===== src/rtl/rsm_pkg.sv =====
package rsm_pkg;

    typedef enum logic [1:0] {
        KIND_LSL = 2'b00,
        KIND_LSR = 2'b01,
        KIND_ASR = 2'b10,
        KIND_ROR = 2'b11
    } rsm_kind_e;

    typedef enum logic [0:0] {
        ST_IDLE = 1'b0,
        ST_EMIT = 1'b1
    } rsm_state_e;

    typedef struct packed {
        logic n;
        logic z;
        logic c;
        logic v;
    } rsm_flags_t;

endpackage


===== src/rtl/rsm_shifter.sv =====
module rsm_shifter
    import rsm_pkg::*;
#(
    parameter int W        = 32,
    parameter int AMT_BITS = 8
) (
    input  logic [W-1:0]        operand,
    input  logic [AMT_BITS-1:0] amount,
    input  rsm_kind_e           kind,
    input  logic                carry_in,
    output logic [W-1:0]        result,
    output logic                carry_out
);
    localparam int ROT_BITS = $clog2(W);

    logic [W:0]          ext_lsl;
    logic [W:0]          ext_lsr;
    logic signed [W:0]   ext_asr;
    logic [2*W-1:0]      ext_ror;
    logic [ROT_BITS-1:0] rot_amt;
    logic                amt_zero;

    assign amt_zero = (amount == '0);
    assign rot_amt  = amount[ROT_BITS-1:0];
    // An extra bit beyond the operand keeps the last bit shifted out.
    assign ext_lsl  = {1'b0, operand} << amount;
    assign ext_lsr  = {operand, 1'b0} >> amount;
    assign ext_asr  = $signed({operand, 1'b0}) >>> amount;
    assign ext_ror  = {operand, operand} >> rot_amt;

    always_comb begin
        result    = operand;
        carry_out = carry_in;
        if (!amt_zero) begin
            unique case (kind)
                KIND_LSL: begin
                    result    = ext_lsl[W-1:0];
                    carry_out = ext_lsl[W];
                end
                KIND_LSR: begin
                    result    = ext_lsr[W:1];
                    carry_out = ext_lsr[0];
                end
                KIND_ASR: begin
                    result    = ext_asr[W:1];
                    carry_out = ext_asr[0];
                end
                KIND_ROR: begin
                    result    = ext_ror[W-1:0];
                    carry_out = ext_ror[W-1];
                end
                default: begin
                    result    = operand;
                    carry_out = carry_in;
                end
            endcase
        end
    end

endmodule


===== src/rtl/rsm_flag_unit.sv =====
module rsm_flag_unit
    import rsm_pkg::*;
#(
    parameter int W = 32
) (
    input  logic [W-1:0] result,
    input  logic         carry,
    input  logic         cond_pass,
    input  logic         set_flags,
    input  rsm_flags_t   flags_in,
    output rsm_flags_t   flags_out,
    output logic         flags_wr,
    output logic         wr_en
);
    assign wr_en    = cond_pass;
    assign flags_wr = cond_pass && set_flags;

    always_comb begin
        flags_out = flags_in;
        if (flags_wr) begin
            flags_out.n = result[W-1];
            flags_out.z = (result == '0);
            flags_out.c = carry;
        end
    end

endmodule


===== src/rtl/rsm_exec.sv =====
module rsm_exec
    import rsm_pkg::*;
#(
    parameter int W        = 32,
    parameter int AMT_BITS = 8
) (
    input  logic         clk,
    input  logic         rst,
    input  logic         in_valid,
    input  logic [W-1:0] in_operand,
    input  logic [W-1:0] in_amount_reg,
    input  logic [1:0]   in_kind,
    input  logic         in_cond_pass,
    input  logic         in_set_flags,
    input  logic [3:0]   in_flags,
    output logic         out_valid,
    output logic [W-1:0] out_result,
    output logic         out_wr_en,
    output logic [3:0]   out_flags,
    output logic         out_flags_wr
);
    rsm_state_e  state_q, state_nx;
    logic [W-1:0] sh_result;
    logic         sh_carry;
    rsm_flags_t   fl_next;
    logic         fl_wr;
    logic         wr_en_c;
    rsm_flags_t   flags_in_s;
    logic [AMT_BITS-1:0] amt_low;

    assign flags_in_s = rsm_flags_t'(in_flags);
    assign amt_low    = in_amount_reg[AMT_BITS-1:0];

    rsm_shifter #(.W(W), .AMT_BITS(AMT_BITS)) u_shifter (
        .operand   (in_operand),
        .amount    (amt_low),
        .kind      (rsm_kind_e'(in_kind)),
        .carry_in  (flags_in_s.c),
        .result    (sh_result),
        .carry_out (sh_carry)
    );

    rsm_flag_unit #(.W(W)) u_flags (
        .result    (sh_result),
        .carry     (sh_carry),
        .cond_pass (in_cond_pass),
        .set_flags (in_set_flags),
        .flags_in  (flags_in_s),
        .flags_out (fl_next),
        .flags_wr  (fl_wr),
        .wr_en     (wr_en_c)
    );

    always_comb begin
        unique case (state_q)
            ST_IDLE: state_nx = in_valid ? ST_EMIT : ST_IDLE;
            ST_EMIT: state_nx = in_valid ? ST_EMIT : ST_IDLE;
            default: state_nx = ST_IDLE;
        endcase
    end

    always_ff @(posedge clk) begin
        if (rst) state_q <= ST_IDLE;
        else     state_q <= state_nx;
    end

    always_ff @(posedge clk) begin
        if (rst) begin
            out_result   <= '0;
            out_wr_en    <= 1'b0;
            out_flags    <= '0;
            out_flags_wr <= 1'b0;
        end else if (in_valid) begin
            out_result   <= sh_result;
            out_wr_en    <= wr_en_c;
            out_flags    <= fl_next;
            out_flags_wr <= fl_wr;
        end
    end

    assign out_valid = (state_q == ST_EMIT);

    // one-cycle latency, valid for exactly one cycle per strobe
    p_latency_r11: assert property (@(posedge clk) disable iff (rst)
        in_valid |=> out_valid);
    p_drop_r11: assert property (@(posedge clk) disable iff (rst)
        !in_valid |=> !out_valid);
    // V passes through
    p_v_kept_r8: assert property (@(posedge clk) disable iff (rst)
        in_valid |=> out_flags[0] == $past(in_flags[0]));
    // failed condition has no effect
    p_no_effect_r9: assert property (@(posedge clk) disable iff (rst)
        in_valid && !in_cond_pass |=>
            !out_wr_en && !out_flags_wr && out_flags == $past(in_flags));
    // write without flag update
    p_keep_flags_r10: assert property (@(posedge clk) disable iff (rst)
        in_valid && in_cond_pass && !in_set_flags |=>
            out_wr_en && !out_flags_wr && out_flags == $past(in_flags));
    // N and Z follow the presented result
    p_nz_r7: assert property (@(posedge clk) disable iff (rst)
        out_valid && out_flags_wr |->
            out_flags[3] == out_result[W-1] && out_flags[2] == (out_result == '0));
    // zero amount leaves the operand unchanged
    p_zero_amt_r3: assert property (@(posedge clk) disable iff (rst)
        in_valid && amt_low == '0 |=> out_result == $past(in_operand));

endmodule


===== config.mk =====
export PLATFORM = sky130hd
export DESIGN_NAME = rsm_exec
export DESIGN_NICKNAME = d
export VERILOG_FILES = /design/src/rtl/rsm_pkg.sv /design/src/rtl/rsm_shifter.sv /design/src/rtl/rsm_flag_unit.sv /design/src/rtl/rsm_exec.sv
export SDC_FILE = /design/constraint.sdc
export NUM_CORES = 1
export LEC_CHECK = 0
export ABC_AREA = 1
export BUFFER_PORTS_ARGS = -buffer_cell sky130_fd_sc_hd__buf_4
export CORE_UTILIZATION = 40
export DETAILED_ROUTE_END_ITERATION = 8
export GPL_ROUTABILITY_DRIVEN = 0
export SETUP_SLACK_MARGIN = 0.15
export SLEW_MARGIN = 15
export SYNTH_ARGS = -nofsm -noshare
export SYNTH_HDL_FRONTEND = slang
export SYNTH_SLANG_ARGS = --single-unit

===== constraint.sdc =====
create_clock -name clk -period 1.9 [get_ports clk]
set_input_delay 0.285 -clock clk [delete_from_list [all_inputs] [get_ports clk]]
set_output_delay 0.285 -clock clk [all_outputs]
set_load 0.1 [all_outputs]

==> flow_metrics.env, run 1 <==
export IMPL_synth_nets=1674
export IMPL_preCtsSetupSlack_ns=-0.6936
export IMPL_grt_max_degree=31
export IMPL_failed_stage="5_1_grt"
export IMPL_async_reset_ff_share_pct=0
export IMPL_synth_main_ff_cell="dfxtp_1"
export IMPL_placed_area_um2=10850
export IMPL_htree_levels=2
export IMPL_yosysSeqAreaShare_pct=9.859
export IMPL_hpwl_um=31720
export IMPL_ctsHoldBuffers=0
export IMPL_ios=114
export IMPL_die_height_um=142.7
export IMPL_overflow=69
export IMPL_postSynthAreaPerCell_um2=4.952
export IMPL_clock_sinks=39
export IMPL_error="[ERROR GRT-0232] Routing congestion too high. Check the congestion heatmap in the GUI."
export IMPL_syn_area_um2=7919
export IMPL_crit_endpoint="out_flags[2]$_SDFFE_PP0P_/D"
export IMPL_cts_root_buf="clkbuf_16"
export IMPL_synth_edf_count=0
export IMPL_cts_buffers=5
export IMPL_initial_core_util_pct=40.69
export IMPL_status="stopped before the end"
export IMPL_worstEndpointType="register input"
export IMPL_ys_ff_latch=39
export IMPL_clock_path_buffers=2
export IMPL_num_rows=51
export IMPL_yosysUniqueCellTypes=40
export IMPL_fp_dieW_um=142.7
export IMPL_netlist_instances=1599
export IMPL_grt_util_all_layers_pct=66.97
export IMPL_synth_warnings=0
export IMPL_portBuffers=89
per-layer routing:
layer | track usage (%) | overflow
met5 | 31.08 | 0
met1 | 68.22 | 1
met3 | 54.80 | 3
met2 | 81.55 | 43
met4 | 60.16 | 22
what timing repair did:
item,4_1_cts
gates cloned,7
buffers inserted,20
pin swaps,67
gates resized for setup,327
endpoints found under the setup margin,35
cells by family after synthesis:
logic type	Yosys count	synth area share (%)
flops	39	9.859
simple gates	1181	66.06
compound gates	160	11.06
mux	2	0.2528
buf+inv	217	12.77
per-stage QoR:
stage	cells	hold WS [ns]
after floorplan	1599	0.4199
after global placement	2137	0.4539
after detailed placement	2137	0.4574
after CTS	2172	0.2381
synth_stat cells (3+ instances only):
master	n	area, um2
nand2_2	18	112.6
nor2_1	142	533.0
nand2_1	523	1963
buf_2	31	155.2
buf_4	16	120.1
o21ai_0	54	270.3
dfxtp_1	39	780.8
buf_6	9	101.4
buf_1	25	93.84
inv_2	5	18.77
nand3_1	426	2132
inv_1	96	360.4
nand3b_1	3	22.52
a21oi_1	55	275.3
and2_1	4	25.02
clkbuf_1	29	108.9
o211ai_1	14	105.1
nand4_1	48	300.3
o21ai_1	24	120.1
nand3_2	10	100.1
==> run 2, diff against run 1 <==
CORE_UTILIZATION = 25   (was 40)
PLACE_DENSITY_LB_ADDON = 0.15   (was not set)
SETUP_SLACK_MARGIN = not set   (was 0.15)
clock period = 2.5 ns   (was 1.9 ns; I/O delays follow)
==> run 2 against run 1 <==
Against the previous run: the flow now finishes without violations; area after synthesis stayed put; synthesized cell count is the same.
==> flow_metrics.env, run 2 <==
export IMPL_grt_pass1_vias=11044
export IMPL_rsz0062_at_grt="false"
export IMPL_ios=114
export IMPL_fp_dieW_um=180.0
export IMPL_syn_area_um2=7919
export IMPL_async_reset_ff_share_pct=0
export IMPL_preCtsSetupSlack_ns=-0.2098
export IMPL_insertion_delay_ns=0.28
export IMPL_path_clk_slew_ns=0.06
export IMPL_synth_edf_count=0
export IMPL_min_path_type="in -> reg"
export IMPL_drv_cap=0
export IMPL_grt_util_all_layers_pct=25.97
export IMPL_drc=0
export IMPL_die_area_um2=32390
export IMPL_combinationalPowerShare_pct=64.0
export IMPL_netlist_instances=1599
export IMPL_antenna_cells=0
export IMPL_synth_main_ff_cell="dfxtp_1"
export IMPL_worst_pin_slew_ns=0.5442
export IMPL_wl_met1_um=18220
export IMPL_setup_viol=0
export IMPL_yosysUniqueCellTypes=40
export IMPL_via_count=12038
export IMPL_arrival_ns=2.55
export IMPL_antenna_found_initial=0
export IMPL_finalCritPeriodShare_pct=95.05
export IMPL_ctsHoldBuffers=0
export IMPL_clock_sinks=39
export IMPL_totalWireLength_um=42850
export IMPL_drv_slew=0
export IMPL_grt_max_degree=59
export IMPL_crit_type="in -> reg"
export IMPL_switching_share_pct=49.31
export IMPL_clock_fmax_mhz=420.8
export IMPL_vias_per_cell=5.398
export IMPL_status="finished clean"
export IMPL_p_sw_mw=1.944
export IMPL_htree_levels=2
export IMPL_synth_top_area_share_pct=26.92
export IMPL_synth_adder_area_share_pct=0
export IMPL_num_rows=64
export IMPL_drtAntennaViolNets=0
export IMPL_finClkSkew_ns=0
export IMPL_synth_most_common_cell="nand2_1"
export IMPL_postSynthAreaPerCell_um2=4.952
export IMPL_largest_registers="out_result x32, out_flags x4"
export IMPL_fill_cells=3555
export IMPL_clockPowerShare_pct=18.5
export IMPL_synth_compound_area_share_pct=11.06
export IMPL_largest_register="out_result"
export IMPL_setup_ws_ns=0.1237
export IMPL_synth_warnings=0
export IMPL_yosysSeqAreaShare_pct=9.859
export IMPL_synth_xor_area_share_pct=0
export IMPL_grt_pass1_wl_um=65450
export IMPL_muxShareOfSynthArea_pct=0.2528
export IMPL_wl_met2_um=19340
export IMPL_fin_util_pct=35.24
export IMPL_highest_layer="met4"
export IMPL_p_leak_nw=5.738
export IMPL_synth_top_cell_by_area="nand3_1"
export IMPL_p_int_mw=1.998
export IMPL_hpwl_um=35200
export IMPL_multi_input_area_um2=6256
export IMPL_largest_reg_flops=32
export IMPL_final_cell_mix="nand2_1 (519), nand3_1 (411), buf_4 (319)"
export IMPL_max_slew_margin_rel_pct=63.68
export IMPL_drive_above_1_share_pct=22.90
export IMPL_core_um2=30910
export IMPL_setup_tns_ns=0
export IMPL_fin_nets=1908
export IMPL_die_height_um=180.0
export IMPL_synth_common_cells="nand2_1 (523), nand3_1 (426), nor2_1 (142)"
export IMPL_wl_per_cell_um=19.22
export IMPL_postCtsSetupRepairBufs=0
export IMPL_drt_first_pass_iters=7
export IMPL_cts_tree="built"
export IMPL_synth_nets=1674
export IMPL_ys_top_cells_by_area="nand3_1 (27%), nand2_1 (25%), dfxtp_1 (9.9%), nor2_1 (6.7%), inv_1 (4.6%)"
export IMPL_drt_iter0_markers=1443
export IMPL_worst_ep_required_time_ns=2.67
export IMPL_cts_buffers=5
export IMPL_clock_path_buffers=2
export IMPL_pwr_share_seq_pct=17.5
export IMPL_wl_met3_um=3263
export IMPL_area_growth_synth_to_final_pct=37.54
export IMPL_synth_top_family_by_area="simple AND/OR/NAND/NOR gates"
export IMPL_final_common_cell="nand2_1"
export IMPL_initial_core_util_pct=25.62
export IMPL_portBuffers=89
export IMPL_endpoint_kind="register"
export IMPL_ir_worst_vdd_uv=229.3
export IMPL_synth_simple_area_share_pct=66.06
export IMPL_powerDensity_nw_per_um2=361.9
export IMPL_finalHoldViolCount=0
export IMPL_cts_root_buf="clkbuf_16"
export IMPL_whs_ns=0.3335
export IMPL_period_needed_ns=2.376
export IMPL_start_kind="input pin"
export IMPL_register_area_um2=780.7
export IMPL_ys_ff_latch=39
export IMPL_overflow=0
export IMPL_crit_fanout=23
==> run 2: metrics by stage <==
step	cell area (um2)	power [mW]	std cells
floorplan	7919	2.150	1599
global placement	10590	3.150	2222
detailed placement	10590	3.150	2222
CTS	10760	3.891	2230
global route	10890	4.172	2230
finish	10890	3.942	2230
==> run 2: routing by layer <==
| metal | vias to the layer above | GRT usage, % |
|---|---|---|
| met1 | 5560 | 33.78 |
| met4 | 0 | 11.52 |
| met5 | - | 0 |
| li1 | 5813 | - |
| met2 | 559 | 42.60 |
| met3 | 106 | 3.505 |
==> run 2: repair_timing <==
item,CTS,global route
endpoints found under the hold margin,0,0
gates resized for setup,0,37
endpoints found under the setup margin,0,5
==> run 2: final cells by class <==
type / instances / area share [%]
tap: 396 / 4.549
inverter: 105 / 3.711
timing repair buffer: 339 / 25.58
multi-input combinational: 1343 / 57.44
sequential: 39 / 7.168
clock inverter: 3 / 0.4021
clock buffer: 5 / 1.149
==> run 2: critical path: stages <==
cell and delay (ns):
buf_4 0.17, inv_4 0.20, buf_12 0.21, nand4_1 0.28
nand3_1 0.23, nand2_1 0.11, nand2_1 0.11, buf_4 0.11
nand4_1 0.09, nand2_1 0.17, nand2_1 0.09, nand3_1 0.10
nor2_1 0.06, nand2_1 0.06, nor2_1 0.04, nand3_1 0.07
a21oi_1 0.06
==> run 2: cells by family (layout without fill, tap and decap cells) <==
kind of cell,count (synthesis),in the layout
flip-flops,39,39
buffers and inverters,217,452
AO/OA/AOI/OAI,160,160
multiplexers,2,2
AND/OR/NAND/NOR,1181,1181
==> run 2: worst paths after layout <==
| check | startpoint | endpoint | slack [ns] | depth (start not counted) |
|---|---|---|---|---|
| min | in_flags[0] | out_flags[0] | 0.33 | 3 |
| max | in_amount_reg[7] | out_flags[2] | 0.12 | 17 |
| min reg2reg | out_flags[1] | out_flags[1] | 0.47 | 2 |
| max reg2reg | out_result[27] | out_result[27] | 1.80 | 4 |
==> run 2: power groups by stage <==
stage | logic, mW | registers (mW) | clock network, mW
global placement | 2.45 | 0.705 | 0
global route | 2.70 | 0.696 | 0.773
detailed placement | 2.45 | 0.705 | 0
finish | 2.52 | 0.691 | 0.730
CTS | 2.45 | 0.691 | 0.747
floorplan | 1.13 | 1.02 | 0
(Power assumes the default switching activity.)
==> run 3, diff against run 2 <==
clock period = 2 ns   (was 2.5 ns; I/O delays follow)
==> run 3 against run 2 <==
Against the previous run: the run now ends with negative setup slack left; first-iteration DRC count up 18%; highest routed layer unchanged; flip-flop and latch count unchanged; die area unchanged; clock skew is the same.
==> flow_metrics.env, run 3 (synthesis gave the netlist of run 2 again) <==
export IMPL_ir_worst_vdd_uv=364.6
export IMPL_largest_registers="out_result x32, out_flags x4"
export IMPL_path_clk_slew_ns=0.06
export IMPL_drt_iter0_markers=1704
export IMPL_ctsHoldBuffers=0
export IMPL_die_height_um=180.0
export IMPL_antenna_cells=0
export IMPL_power_total_mw=5.251
export IMPL_fin_cells=2308
export IMPL_r2r_start="out_result[16]"
export IMPL_vias_per_cell=5.467
export IMPL_dp_cells=2286
export IMPL_portBuffers=89
export IMPL_fill_cells=3459
export IMPL_violations="negative setup slack"
export IMPL_num_rows=64
export IMPL_finalCritPeriodShare_pct=106.7
export IMPL_core_um2=30910
export IMPL_hold_start="in_flags[0]"
export IMPL_start_kind="input pin"
export IMPL_htree_levels=2
export IMPL_grt_pass1_vias=11845
export IMPL_grt_pass1_wl_um=69490
export IMPL_antenna_found_initial=0
export IMPL_cts_root_buf="clkbuf_16"
export IMPL_setup_viol=7
export IMPL_setup_ws_ns=-0.1339
export IMPL_clock_path_buffers=2
export IMPL_grt_max_degree=43
export IMPL_fp_dieW_um=180.0
export IMPL_endpoint_kind="register"
export IMPL_final_cell_mix="nand2_1 (470), buf_4 (377), nand3_1 (305)"
export IMPL_largest_register="out_result"
export IMPL_crit_type="in -> reg"
export IMPL_arrival_ns=2.35
export IMPL_hpwl_um=37080
export IMPL_powerDensity_nw_per_um2=416.1
export IMPL_min_path_type="in -> reg"
export IMPL_cts_buffers=5
export IMPL_drc=0
export IMPL_grt_util_all_layers_pct=27.60
export IMPL_overflow=0
export IMPL_clock_fmax_mhz=468.6
export IMPL_ios=114
export IMPL_wl_per_cell_um=19.98
export IMPL_area_growth_synth_to_final_pct=59.36
export IMPL_totalWireLength_um=46120
export IMPL_initial_core_util_pct=25.62
export IMPL_max_slew_margin_rel_pct=69.61
export IMPL_largest_reg_flops=32
export IMPL_fin_nets=1986
export IMPL_p_leak_nw=6.516
export IMPL_finClkSkew_ns=0
export IMPL_drv_slew=0
export IMPL_crit_fanout=21
export IMPL_drt_first_pass_iters=7
export IMPL_final_common_cell="nand2_1"
export IMPL_drive_above_1_share_pct=36.56
export IMPL_worst_pin_slew_ns=0.4553
export IMPL_cp_startpoint="in_amount_reg[0]"
export IMPL_die_area_um2=32390
export IMPL_status="finished with violations"
export IMPL_drtAntennaViolNets=0
export IMPL_via_count=12618
export IMPL_rsz0062_at_grt="true"
export IMPL_clock_sinks=39
export IMPL_cts_tree="built"
export IMPL_insertion_delay_ns=0.28
export IMPL_worst_ep_required_time_ns=2.21
export IMPL_finalHoldViolCount=0
export IMPL_drv_cap=0
export IMPL_period_needed_ns=2.134
export IMPL_preCtsSetupSlack_ns=-0.6482
-- run 3: report_power, final --
group | total, mW | leakage (nW) | switching (mW) | internal [mW]
combinational | 3.61 | 6.13 | 2.29 | 1.32
sequential | 0.863 | 0.323 | 0.0297 | 0.834
clock | 0.776 | 0.0669 | 0.316 | 0.460
total | 5.25 | 6.52 | 2.64 | 2.61
-- run 3: cell type report --
cell class	instances	area, um2	area share [%]
Sequential cell	39	780.7	6.187
Clock buffer	6	128.9	1.021
Clock inverter	2	12.51	0.09915
Inverter	105	424.2	3.361
Multi-Input combinational cell	1343	7172	56.83
Timing Repair Buffer	417	3606	28.57
Tap cell	396	495.5	3.926
-- run 3: timing repair --
action                                  CTS  global route
setup buffers                             5             4
gates resized for setup                 116           182
cloned                                    1             4
pin swaps                                24            24
hold endpoints to repair                  0             0
endpoints found under the setup margin   31            32
-- run 3: layer usage --
metal | up-vias | routed length, um | GRT usage [%]
met4 | 0 | 2560 | 13.07
met2 | 665 | 20710 | 45.09
met1 | 5833 | 18920 | 35.68
li1 | 5978 | - | -
met3 | 142 | 3933 | 3.829
met5 | - | 0 | 0
-- run 3: metrics by stage --
step           TNS, ns  utilization [%]  hold WS [ns]  cell area [um2]
3_5_place_dp    -14.26            36.01        0.4641            11130
6_report       -0.2669            40.83        0.2584            12620
3_3_place_gp    -13.73            36.01        0.4589            11130
5_1_grt         -2.524            40.83        0.2978            12620
4_1_cts        -0.1301            38.22        0.2522            11810
2_1_floorplan        0                -        0.4349             7919
-- run 3: path summary, 6_finish.rpt --
| kind | end | slack (ns) | cells after the start |
|---|---|---|---|
| max | out_flags[2] | -0.13 | 20 |
| min | out_flags[0] | 0.26 | 3 |
| max reg2reg | out_result[16] | 1.31 | 4 |
| min reg2reg | out_flags[1] | 0.47 | 2 |
-- run 3: worst max-delay path, cell delays in order --
cell	delay, ns
buf_12	0.13
clkbuf_16	0.20
nand2_1	0.11
nand3_1	0.14
nand3_1	0.16
nand3_1	0.14
o21ai_2	0.09
buf_4	0.14
nand2_1	0.06
nand3_1	0.07
nand2_1	0.06
nand2_1	0.05
nand2_1	0.07
nand2_1	0.09
nand2_1	0.08
nor2_1	0.10
nand3_1	0.07
nor2_1	0.09
nand3_1	0.07
a21oi_1	0.11
==> run 4, diff against run 3 <==
CAP_MARGIN = 20   (was not set)
CORE_UTILIZATION = 54   (was 25)
==> run 4 against run 3 <==
Against the previous run: the flow now stops in 5_1_grt; area after synthesis stayed put; synthesized cell count is the same.
==> flow_metrics.env, run 4 <==
export IMPL_ys_top_cells_by_area="nand3_1 (27%), nand2_1 (25%), dfxtp_1 (9.9%), nor2_1 (6.7%), inv_1 (4.6%)"
export IMPL_portBuffers=89
export IMPL_die_height_um=123.1
export IMPL_synth_top_family_by_area="simple AND/OR/NAND/NOR gates"
export IMPL_htree_levels=2
export IMPL_grt_util_all_layers_pct=79.28
export IMPL_clock_path_buffers=2
export IMPL_postSynthAreaPerCell_um2=4.952
export IMPL_cts_buffers=5
export IMPL_synth_top_area_share_pct=26.92
export IMPL_syn_area_um2=7919
export IMPL_ys_ff_latch=39
export IMPL_initial_core_util_pct=56.18
export IMPL_cts_root_buf="clkbuf_16"
export IMPL_synth_common_cells="nand2_1 (523), nand3_1 (426), nor2_1 (142)"
export IMPL_synth_top_cell_by_area="nand3_1"
export IMPL_yosysUniqueCellTypes=40
export IMPL_num_rows=43
export IMPL_synth_edf_count=0
export IMPL_synth_adder_area_share_pct=0
export IMPL_synth_simple_area_share_pct=66.06
export IMPL_muxShareOfSynthArea_pct=0.2528
export IMPL_overflow=136
export IMPL_worstEndpointType="register input"
export IMPL_ios=114
export IMPL_hpwl_um=29540
export IMPL_placed_area_um2=10420
export IMPL_failed_stage="5_1_grt"
export IMPL_grt_max_degree=52
export IMPL_synth_warnings=0
export IMPL_status="stopped before the end"
export IMPL_netlist_instances=1599
export IMPL_yosysSeqAreaShare_pct=9.859
export IMPL_synth_compound_area_share_pct=11.06
export IMPL_synth_most_common_cell="nand2_1"
export IMPL_error="[ERROR GRT-0232] Routing congestion too high. Check the congestion heatmap in the GUI."
export IMPL_fp_dieW_um=123.1
export IMPL_synth_xor_area_share_pct=0
export IMPL_crit_endpoint="out_flags[2]$_SDFFE_PP0P_/D"
export IMPL_async_reset_ff_share_pct=0
export IMPL_synth_nets=1674
export IMPL_synth_main_ff_cell="dfxtp_1"
export IMPL_clock_sinks=39
-- run 4: cell counts after synthesis --
Identical to the previous run, type by type.
-- run 4: cells by family after synthesis --
group,count (synthesis)
buffers and inverters,217
AND/OR/NAND/NOR,1181
flip-flops,39
AO/OA/AOI/OAI,160
multiplexers,2
-- run 4: metal layers --
| metal | GRT usage (%) | GRT overflow |
|---|---|---|
| met5 | 31.25 | 0 |
| met4 | 77.71 | 61 |
| met3 | 66.47 | 1 |
| met2 | 93.54 | 71 |
| met1 | 80.15 | 3 |
-- run 4: metrics by stage --
stage / TNS [ns] / setup WS (ns) / hold WS (ns) / cells
2_1_floorplan: 0 / 0.06013 / 0.4349 / 1599
3_3_place_gp: -8.198 / -0.5123 / 0.4571 / 2018
3_5_place_dp: -9.514 / -0.6186 / 0.4622 / 2018
4_1_cts: -0.07706 / -0.07706 / 0.2514 / 2033
-- run 4: timing repair --
action	CTS
pin swaps	16
endpoints found under the hold margin	0
resized for setup	81
cloned	2
buffers inserted	5
setup endpoints to repair	13
hold buffers	0
